$ cat src/rtl/sram_wm_pkg.sv
package sram_wm_pkg;
  localparam int NRULE     = 5;
  localparam int RL_DATA   = 0;
  localparam int RL_ADDR   = 1;
  localparam int RL_CE     = 2;
  localparam int RL_BYTE   = 3;
  localparam int RL_CYCLE  = 4;

  function automatic int ticks_ceil(input int span_ps, input int tick_ps);
    return (span_ps + tick_ps - 1) / tick_ps;
  endfunction
endpackage

$ cat src/rtl/sram_wm_age.sv
// Run-length tracker: counts consecutive samples of the held value.
module sram_wm_age #(
  parameter int W = 1,
  parameter int AGE_W = 8,
  parameter logic [W-1:0] RST_VAL = '0
) (
  input  logic             clk,
  input  logic             rst,
  input  logic [W-1:0]     val,
  output logic [AGE_W-1:0] age,
  output logic             chg
);
  localparam logic [AGE_W-1:0] AGE_MAX = '1;
  localparam logic [AGE_W-1:0] AGE_ONE = AGE_W'(1);

  logic [W-1:0] held;

  assign chg = (val != held);

  always_ff @(posedge clk) begin
    if (rst) begin
      held <= RST_VAL;
      age  <= '0;
    end else begin
      held <= val;
      if (chg)
        age <= AGE_ONE;
      else if (age != AGE_MAX)
        age <= age + AGE_ONE;
    end
  end

  // a saturated count of an unchanged value stays saturated
  a_r11_age_holds_at_max: assert property (@(posedge clk) disable iff (rst)
    (age == AGE_MAX && !chg) |=> (age == AGE_MAX));
endmodule

$ cat src/rtl/sram_wm_window.sv
// Write-window detector and saturating window counter.
module sram_wm_window #(
  parameter int NBYTE = 2,
  parameter int CNT_W = 16
) (
  input  logic             clk,
  input  logic             rst,
  input  logic             ce_n,
  input  logic             we_n,
  input  logic [NBYTE-1:0] bs_n,
  output logic             end_now,
  output logic [CNT_W-1:0] win_count
);
  localparam logic [CNT_W-1:0] CNT_MAX = '1;

  logic             ce_q, we_q;
  logic [NBYTE-1:0] bs_q;
  logic             open_now, open_prev;

  assign open_now  = !ce_n && !we_n && !(&bs_n);
  assign open_prev = !ce_q && !we_q && !(&bs_q);
  assign end_now   = open_prev && !open_now;

  always_ff @(posedge clk) begin
    if (rst) begin
      ce_q      <= 1'b1;
      we_q      <= 1'b1;
      bs_q      <= '1;
      win_count <= '0;
    end else begin
      ce_q <= ce_n;
      we_q <= we_n;
      bs_q <= bs_n;
      if (end_now && win_count != CNT_MAX)
        win_count <= win_count + CNT_W'(1);
    end
  end

  // the count moves only by one and only after a window closes
  a_r1_count_steps_on_close: assert property (@(posedge clk) disable iff (rst)
    (win_count != $past(win_count)) |->
      ($past(end_now) && win_count == $past(win_count) + CNT_W'(1)));
endmodule

$ cat src/rtl/sram_wr_timing_mon.sv
module sram_wr_timing_mon
  import sram_wm_pkg::*;
#(
  parameter int ADDR_W  = 16,
  parameter int DATA_W  = 16,
  parameter int NBYTE   = 2,
  parameter int TICK_PS = 1000,
  parameter int DS_PS   = 9000,
  parameter int AS_PS   = 12000,
  parameter int CS_PS   = 12000,
  parameter int BS_PS   = 12000,
  parameter int WC_PS   = 20000,
  parameter int AGE_W   = 8,
  parameter int CNT_W   = 16
) (
  input  logic              clk,
  input  logic              rst,
  input  logic              ce_n,
  input  logic              we_n,
  input  logic [NBYTE-1:0]  bs_n,
  input  logic [ADDR_W-1:0] addr,
  input  logic [DATA_W-1:0] din,
  output logic [NRULE-1:0]  viol_flag,
  output logic [NRULE-1:0]  viol_pulse,
  output logic [CNT_W-1:0]  win_count
);
  localparam int T_DS = ticks_ceil(DS_PS, TICK_PS);
  localparam int T_AS = ticks_ceil(AS_PS, TICK_PS);
  localparam int T_CS = ticks_ceil(CS_PS, TICK_PS);
  localparam int T_BS = ticks_ceil(BS_PS, TICK_PS);
  localparam int T_WC = ticks_ceil(WC_PS, TICK_PS);

  // input sample stage
  logic              s_ce_n, s_we_n;
  logic [NBYTE-1:0]  s_bs_n;
  logic [ADDR_W-1:0] s_addr;
  logic [DATA_W-1:0] s_din;

  always_ff @(posedge clk) begin
    if (rst) begin
      s_ce_n <= 1'b1;
      s_we_n <= 1'b1;
      s_bs_n <= '1;
      s_addr <= '0;
      s_din  <= '0;
    end else begin
      s_ce_n <= ce_n;
      s_we_n <= we_n;
      s_bs_n <= bs_n;
      s_addr <= addr;
      s_din  <= din;
    end
  end

  logic [AGE_W-1:0] age_data, age_addr, age_ce, age_bs;
  logic             data_chg, addr_chg, ce_chg, bs_chg;
  logic             end_now;

  sram_wm_age #(.W(DATA_W), .AGE_W(AGE_W), .RST_VAL('0)) u_age_data (
    .clk(clk), .rst(rst), .val(s_din), .age(age_data), .chg(data_chg));
  sram_wm_age #(.W(ADDR_W), .AGE_W(AGE_W), .RST_VAL('0)) u_age_addr (
    .clk(clk), .rst(rst), .val(s_addr), .age(age_addr), .chg(addr_chg));
  sram_wm_age #(.W(1), .AGE_W(AGE_W), .RST_VAL(1'b1)) u_age_ce (
    .clk(clk), .rst(rst), .val(s_ce_n), .age(age_ce), .chg(ce_chg));
  sram_wm_age #(.W(NBYTE), .AGE_W(AGE_W), .RST_VAL('1)) u_age_bs (
    .clk(clk), .rst(rst), .val(s_bs_n), .age(age_bs), .chg(bs_chg));

  sram_wm_window #(.NBYTE(NBYTE), .CNT_W(CNT_W)) u_window (
    .clk(clk), .rst(rst), .ce_n(s_ce_n), .we_n(s_we_n), .bs_n(s_bs_n),
    .end_now(end_now), .win_count(win_count));

  // address has seen a closed window since it last changed
  logic written;
  always_ff @(posedge clk) begin
    if (rst)           written <= 1'b0;
    else if (addr_chg) written <= 1'b0;
    else if (end_now)  written <= 1'b1;
  end

  logic [NRULE-1:0] hit;
  always_comb begin
    hit           = '0;
    hit[RL_DATA]  = end_now && (int'(age_data) < T_DS);
    hit[RL_ADDR]  = end_now && (int'(age_addr) < T_AS);
    hit[RL_CE]    = end_now && (int'(age_ce)   < T_CS);
    hit[RL_BYTE]  = end_now && (int'(age_bs)   < T_BS);
    hit[RL_CYCLE] = addr_chg && (written || end_now) && (int'(age_addr) < T_WC);
  end

  always_ff @(posedge clk) begin
    if (rst) begin
      viol_flag  <= '0;
      viol_pulse <= '0;
    end else begin
      viol_pulse <= hit;
      viol_flag  <= viol_flag | hit;
    end
  end

  // setup pulses only follow a closing window
  a_r3_setup_pulse_after_close: assert property (@(posedge clk) disable iff (rst)
    (|viol_pulse[NRULE-2:0]) |-> $past(end_now));

  // a cycle pulse only follows an address change
  a_r7_cycle_pulse_after_addr_change: assert property (@(posedge clk) disable iff (rst)
    viol_pulse[RL_CYCLE] |-> $past(addr_chg));

  for (genvar gi = 0; gi < NRULE; gi++) begin : g_rule_chk
    // a pulse is always mirrored in its flag
    a_r9_pulse_sets_flag: assert property (@(posedge clk) disable iff (rst)
      viol_pulse[gi] |-> viol_flag[gi]);
    // flags hold until reset
    a_r9_flag_sticky: assert property (@(posedge clk) disable iff (rst)
      viol_flag[gi] |=> viol_flag[gi]);
  end

  logic unused_ok;
  assign unused_ok = ce_chg ^ bs_chg ^ data_chg;
endmodule

$ cat config.mk
export PLATFORM = sky130hd
export DESIGN_NAME = sram_wr_timing_mon
export DESIGN_NICKNAME = d
export VERILOG_FILES = /design/src/rtl/sram_wm_pkg.sv /design/src/rtl/sram_wm_age.sv /design/src/rtl/sram_wm_window.sv /design/src/rtl/sram_wr_timing_mon.sv
export SDC_FILE = /design/constraint.sdc
export NUM_CORES = 1
export LEC_CHECK = 0
export ABC_AREA = 1
export BUFFER_PORTS_ARGS = -buffer_cell sky130_fd_sc_hd__buf_2
export CAP_MARGIN = 20
export CORE_ASPECT_RATIO = 0.7
export CORE_MARGIN = 2
export CORE_UTILIZATION = 41
export DETAILED_ROUTE_END_ITERATION = 12
export GPL_TIMING_DRIVEN = 0
export HOLD_SLACK_MARGIN = 0.15
export PLACE_DENSITY_LB_ADDON = 0.25
export SLEW_MARGIN = 15
export SYNTH_ARGS = -nofsm -noshare
export SYNTH_HDL_FRONTEND = slang
export SYNTH_SLANG_ARGS = --single-unit
export TNS_END_PERCENT = 10
$ cat constraint.sdc
create_clock -name clk -period 1.41 [get_ports clk]
set_input_delay 0.0705 -clock clk [delete_from_list [all_inputs] [get_ports clk]]
set_output_delay 0.0705 -clock clk [all_outputs]
set_load 0.1 [all_outputs]
-- Yosys cells after proc, flatten, opt, wreduce, memory -nomap -nowiden
Index checks and enable logic that the tools add are counted.
- output and inout bits: 26
- register bits: 131
- bits of input ports: 38
- order comparisons: 5
- add/subtract/negate cells: 5
- bitwise logic cells: 1
- reduce and logical (&&, ||, !) cells: 30
- eq/ne operators: 9
- muxes and demuxes: 8
- operators with widths (operator ; number):
    adder 8 x 1 -> 8 bit, second input constant ; 4
    less-than comparator 8 x 4 -> 1 bit, second input constant ; 4
    inequality test 16 bit ; 2
    inequality test 8 bit, second input constant ; 4
    adder 16 x 1 -> 16 bit, second input constant ; 1
    inequality test 16 bit, second input constant ; 1
    logical AND 1 bit ; 12
    less-than comparator 8 x 5 -> 1 bit, second input constant ; 1
    2-to-1 mux 1 bit ; 8
    nonzero test 2 bit ; 4
    OR reduction 2 bit ; 4
    zero test 1 bit ; 7
    bitwise OR 5 bit ; 1
    AND reduction 2 bit ; 2
    inequality test 2 bit ; 1
    logical OR 1 bit ; 1
    inequality test 1 bit ; 1

-- Depth between registers and ports, before layout
- depth after elaboration: 9
- mapped depth: 10

-- By module
From an unflattened synthesis, not the netlist that was laid out.
- cell total of the unflattened synthesis: 859
- area, all modules: 6058.3 sq um
- by module, submodules not included (module ; instances ; cells an instance ; area each (sq um) ; sequential area each (sq um)):
    sram_wm_age at u_age_addr ... ; 2 ; 180 ; 1176.1 ; 480.5
    sram_wr_timing_mon ; 1 ; 174 ; 1471.4 ; 940.9
    sram_wm_window ; 1 ; 178 ; 1211.2 ; 400.4
    sram_wm_age at u_age_bs ; 1 ; 82 ; 539.3 ; 200.2
    sram_wm_age at u_age_ce ; 1 ; 65 ; 484.2 ; 180.2

-- Worst setup path after synthesis
OpenSTA, ideal clock, no wires.
- kind: register to register
- start point: reg u_window.win_count[1]
- end point: reg u_window.win_count[10]
- setup time: 0.133 ns
- path buffers: 1
- stages on the path, launching flop included: 10
- arrival: 2.158 ns
- clock period less this slack: 2.292 ns
- setup slack: -0.882 ns
- cell sequence: dfxtp_1 ha_1 nand3_2 clkinv_1 nand2_2 o21ai_4 inv_2 buf_6 nand2_1 a21oi_2
- cells in the longest elaborated chain, start to end: 2
- RTL lines (item ; line ; text):
    from (decl) ; sram_wm_window.sv:12 ; output logic [CNT_W-1:0] win_count
    from (signal assigned) ; sram_wm_window.sv:35 ; win_count <= win_count + CNT_W'(1);
    parallel branches: the longest is 2 deep, another holds adder 16 x 1 -> 16 bit ; n/a ;
Parallel ways; which one is timed is not known.
A chain may end at the register's enable or synchronous reset.

-- Worst setup path after layout
- start point: reg u_window.win_count[0]
- end point: reg u_window.win_count[10]
Same word-level chain as after synthesis.

==> metrics.md <==
| Metric | Value |
|---|---|
| Most used DFF post-synth | `dfxtp_1` |
| Vias/cell | `4.38` |
| Nets | `940` |
| Layout filler cell count | `1180` |
| GPL Wtd Cong | `0.798` |
| Max-cap violations | `0` |
| EDFF count, synth | `0` |
| Fin cells | `1075` |
| Synth Net Count | `809` |
| Max Slew Vio Count | `0` |
| H-tree depth | `4` |
| RSZ-0062 raised after global routing | `yes` |
| Post-route clock period utilization | `98.6%` |
| CTS Sinks | `131` |
| Starting density of the core | `41.9%` |
| Post-synthesis sequential area ratio | `47.8%` |
| Fin crit period | `1.39 ns` |
| Setup Viol. Count Final | `0` |
| DR pass1 iterations | `4` |
| Power Total | `8940 uW` |
| WL final | `11.4 mm` |
| # rows | `35` |
| N_diodes | `0` |
| Total Routing Usage GR | `16.9%` |
| PD cells | `1210 nW/um^2` |
| Pleak | `0.00334 uW` |
| Die H | `101 um` |
| CTS Root Cell | `clkbuf_16` |
| CP Cell Sequence | `ha_4, nand3_4, clkinv_4, nand2_4, o21ai_4, inv_2, buf_8, nand2_2, a21oi_2` |
| Critical Path Start Type | `flop` |
| Clk_skew | `0.00607 ns` |
| Port-buffer cells | `62` |
| Post-route ant nets | `0` |
| Synth warn | `0` |
| CP max FO | `10` |
| Metal3 WL | `449 um` |
| Synthesized instance count | `765` |
| Initial DRC count | `171` |
| IR drop worst, VDD | `0.765 mV` |
| CP arrival | `1.67 ns` |
| Flop-to-flop setup slack | `0.02 ns` |
| Status | `finished, final reports clean` |
| Top Layer Used | `met4` |
| Synth-to-layout area growth | `34.9%` |
| Max Fclk | `0.719 GHz` |
| CP max stage cell | `dfxtp_4` |
| GRT overflow | `0` |
| HPWL Detailed | `7.53 mm` |
| Final WS setup | `0.0191 ns` |
| CTS tree | `built` |
| Clk pin slew, worst setup/hold paths | `0.06 ns` |
| Vias | `4706` |
| CTS max path bufs | `2` |
| Syn Std Cell Area | `5480 sq um` |
| Met2 wire length | `4.85 mm` |
| Asr flop ratio synth | `0%` |
| Tightest Pin Transition | `0.666 ns` |
| Max incr delay on CP | `0.36 ns` |
| Syn avg cell area | `7.17 sq um` |
| Top delay family on crit path | `flip-flops` |
| Setup Slack @ Placement | `-0.276 ns` |
| Worst-Skew Late Latency | `0.41 ns` |
| Routed WL per cell | `10.6 um` |
| Area after DPL | `6100 sq um` |
| Post-Route M1 WL | `5.97 mm` |
| #FFs+latches synth | `131` |
| I/O pin count | `64` |
| Data required, critical path | `1.69 ns` |
| Share of layout cells above drive strength 1 | `23.3%` |
| Antenna violations before repair | `0` |
| Largest net degree at the start of global routing | `17` |
| HP Class | `in2reg` |
| Core area | `13100 sq um` |
| DIE WIDTH | `142 um` |
| Number of global-route vias before repair | `4252` |
| Critical path type | `reg2reg` |
| DRC viols | `0` |
| Die area | `14300 sq um` |
| Fin area | `7390 sq um` |
| Final hold vios | `0` |
| TritonCTS Buffers | `17` |
| Post-synthesis cell type count | `30` |
| CP bufs+invs | `3` |
| First-pass GRT wire length | `19.2 mm` |
| Critical path capture point type | `flop` |
| Max_slew headroom | `55.6%` |
| Inst Count DP | `993` |
[repair_timing]
action / CTS / global route
pin swaps: 5 / 15
setup buffers: 8 / 6
endpoints found under the hold margin: 36 / 0
setup endpoints to repair: 33 / 47
resized for setup: 16 / 44
hold buffers: 36 / 0
[per-stage QoR]
step | hold slack, ns | util, % | TNS, ns
finish | 0.336 | 56.5 | 0
global route | 0.384 | 56.5 | -0.580
CTS | 0.343 | 54.8 | -0.186
detailed placement | 0.257 | 46.6 | -6.06
global placement | 0.260 | 46.6 | -6.55
floorplan | 0.174 | - | -2.23
[cell usage in the layout, fill, tap and decap left out, types with 12 or more instances in the layout]
cell type and count:
inv_1 134, or2_2 12, o21ai_0 24, dfxtp_4 18, nor2_1 124, dlygate4sd3_1 36
xor2_1 16, a21oi_1 22, nand2_1 174, nand3_1 23, dfxtp_1 104, clkbuf_16 17
buf_4 14, buf_2 64
[kinds of logic after synthesis]
kind of cell / synth area share [%]
xor+xnor: 3.67
fa+ha+maj: 1.37
compound gates: 6.96
simple gates: 29.4
buf+inv: 10.8
flops: 47.8
[per-layer routing]
layer | track usage [%] | vias up
met5 | 0 | -
met4 | 6.08 | 0
met3 | 4.04 | 13
li1 | - | 2575
met2 | 26.0 | 85
met1 | 23.2 | 2033
[synthesized netlist by cell type (3+ instances only)]
cell type / number / area share, %
a21oi_1: 22 / 2.0
a21oi_2: 9 / 1.4
clkbuf_1: 10 / 0.68
dfxtp_1: 131 / 48
ha_1: 6 / 1.4
inv_1: 135 / 9.2
inv_2: 3 / 0.21
nand2_1: 180 / 12
nand2_2: 6 / 0.68
nand3_1: 29 / 2.6
nand4_1: 10 / 1.1
nor2_1: 136 / 9.3
nor2_2: 4 / 0.46
nor3_1: 6 / 0.55
o21ai_0: 25 / 2.3
or2_2: 13 / 1.5
xnor2_1: 7 / 1.1
xor2_1: 16 / 2.6
[area by class of cell]
type,instances,area (sq um),area share [%]
Sequential cell,131,2700,36.5
Clock buffer,18,439,5.94
Buffer,14,73.8,0.998
Multi-Input combinational cell,481,2490,33.7
Timing Repair Buffer,112,776,10.5
Clock inverter,14,178,2.40
Tap cell,166,208,2.81
Inverter,139,529,7.16
[worst register-to-register path, stage by stage, from the launching register on]
cell and delay, ns:
dfxtp_4 0.36, ha_4 0.15, nand3_4 0.09, clkinv_4 0.06, nand2_4 0.05, o21ai_4 0.18, inv_2 0.10, buf_8 0.15
nand2_2 0.07, a21oi_2 0.04
[report_power, final]
part	switching [uW]	total (uW)	leakage, uW	internal [uW]
Clock	1700	4560	0.000303	2850
Sequential	68.3	3860	0.00109	3790
Combinational	283	531	0.00195	247
[worst paths after layout]
| check | start | to | cells past startpoint |
|---|---|---|---|
| min reg2reg | s_addr[15] | u_age_addr.held[15] | 2 |
| max reg2reg | u_window.win_count[0] | u_window.win_count[10] | 9 |
| max | u_window.win_count[0] | u_window.win_count[10] | 9 |
| min | rst | viol_pulse[4] | 4 |
[registers in the layout (all words and copies together), names as in the netlist, 5 cells and up]
| register | cells |
|---|---|
| viol_pulse | 5 |
| u_age_bs.age | 8 |
| u_age_addr.age | 8 |
| s_addr | 16 |
| viol_flag | 5 |
| u_age_addr.held | 16 |
| u_age_data.age | 8 |
| u_age_data.held | 16 |
| s_din | 16 |
| u_window.win_count | 16 |
| u_age_ce.age | 8 |
Power figures use the tool's default switching activity.
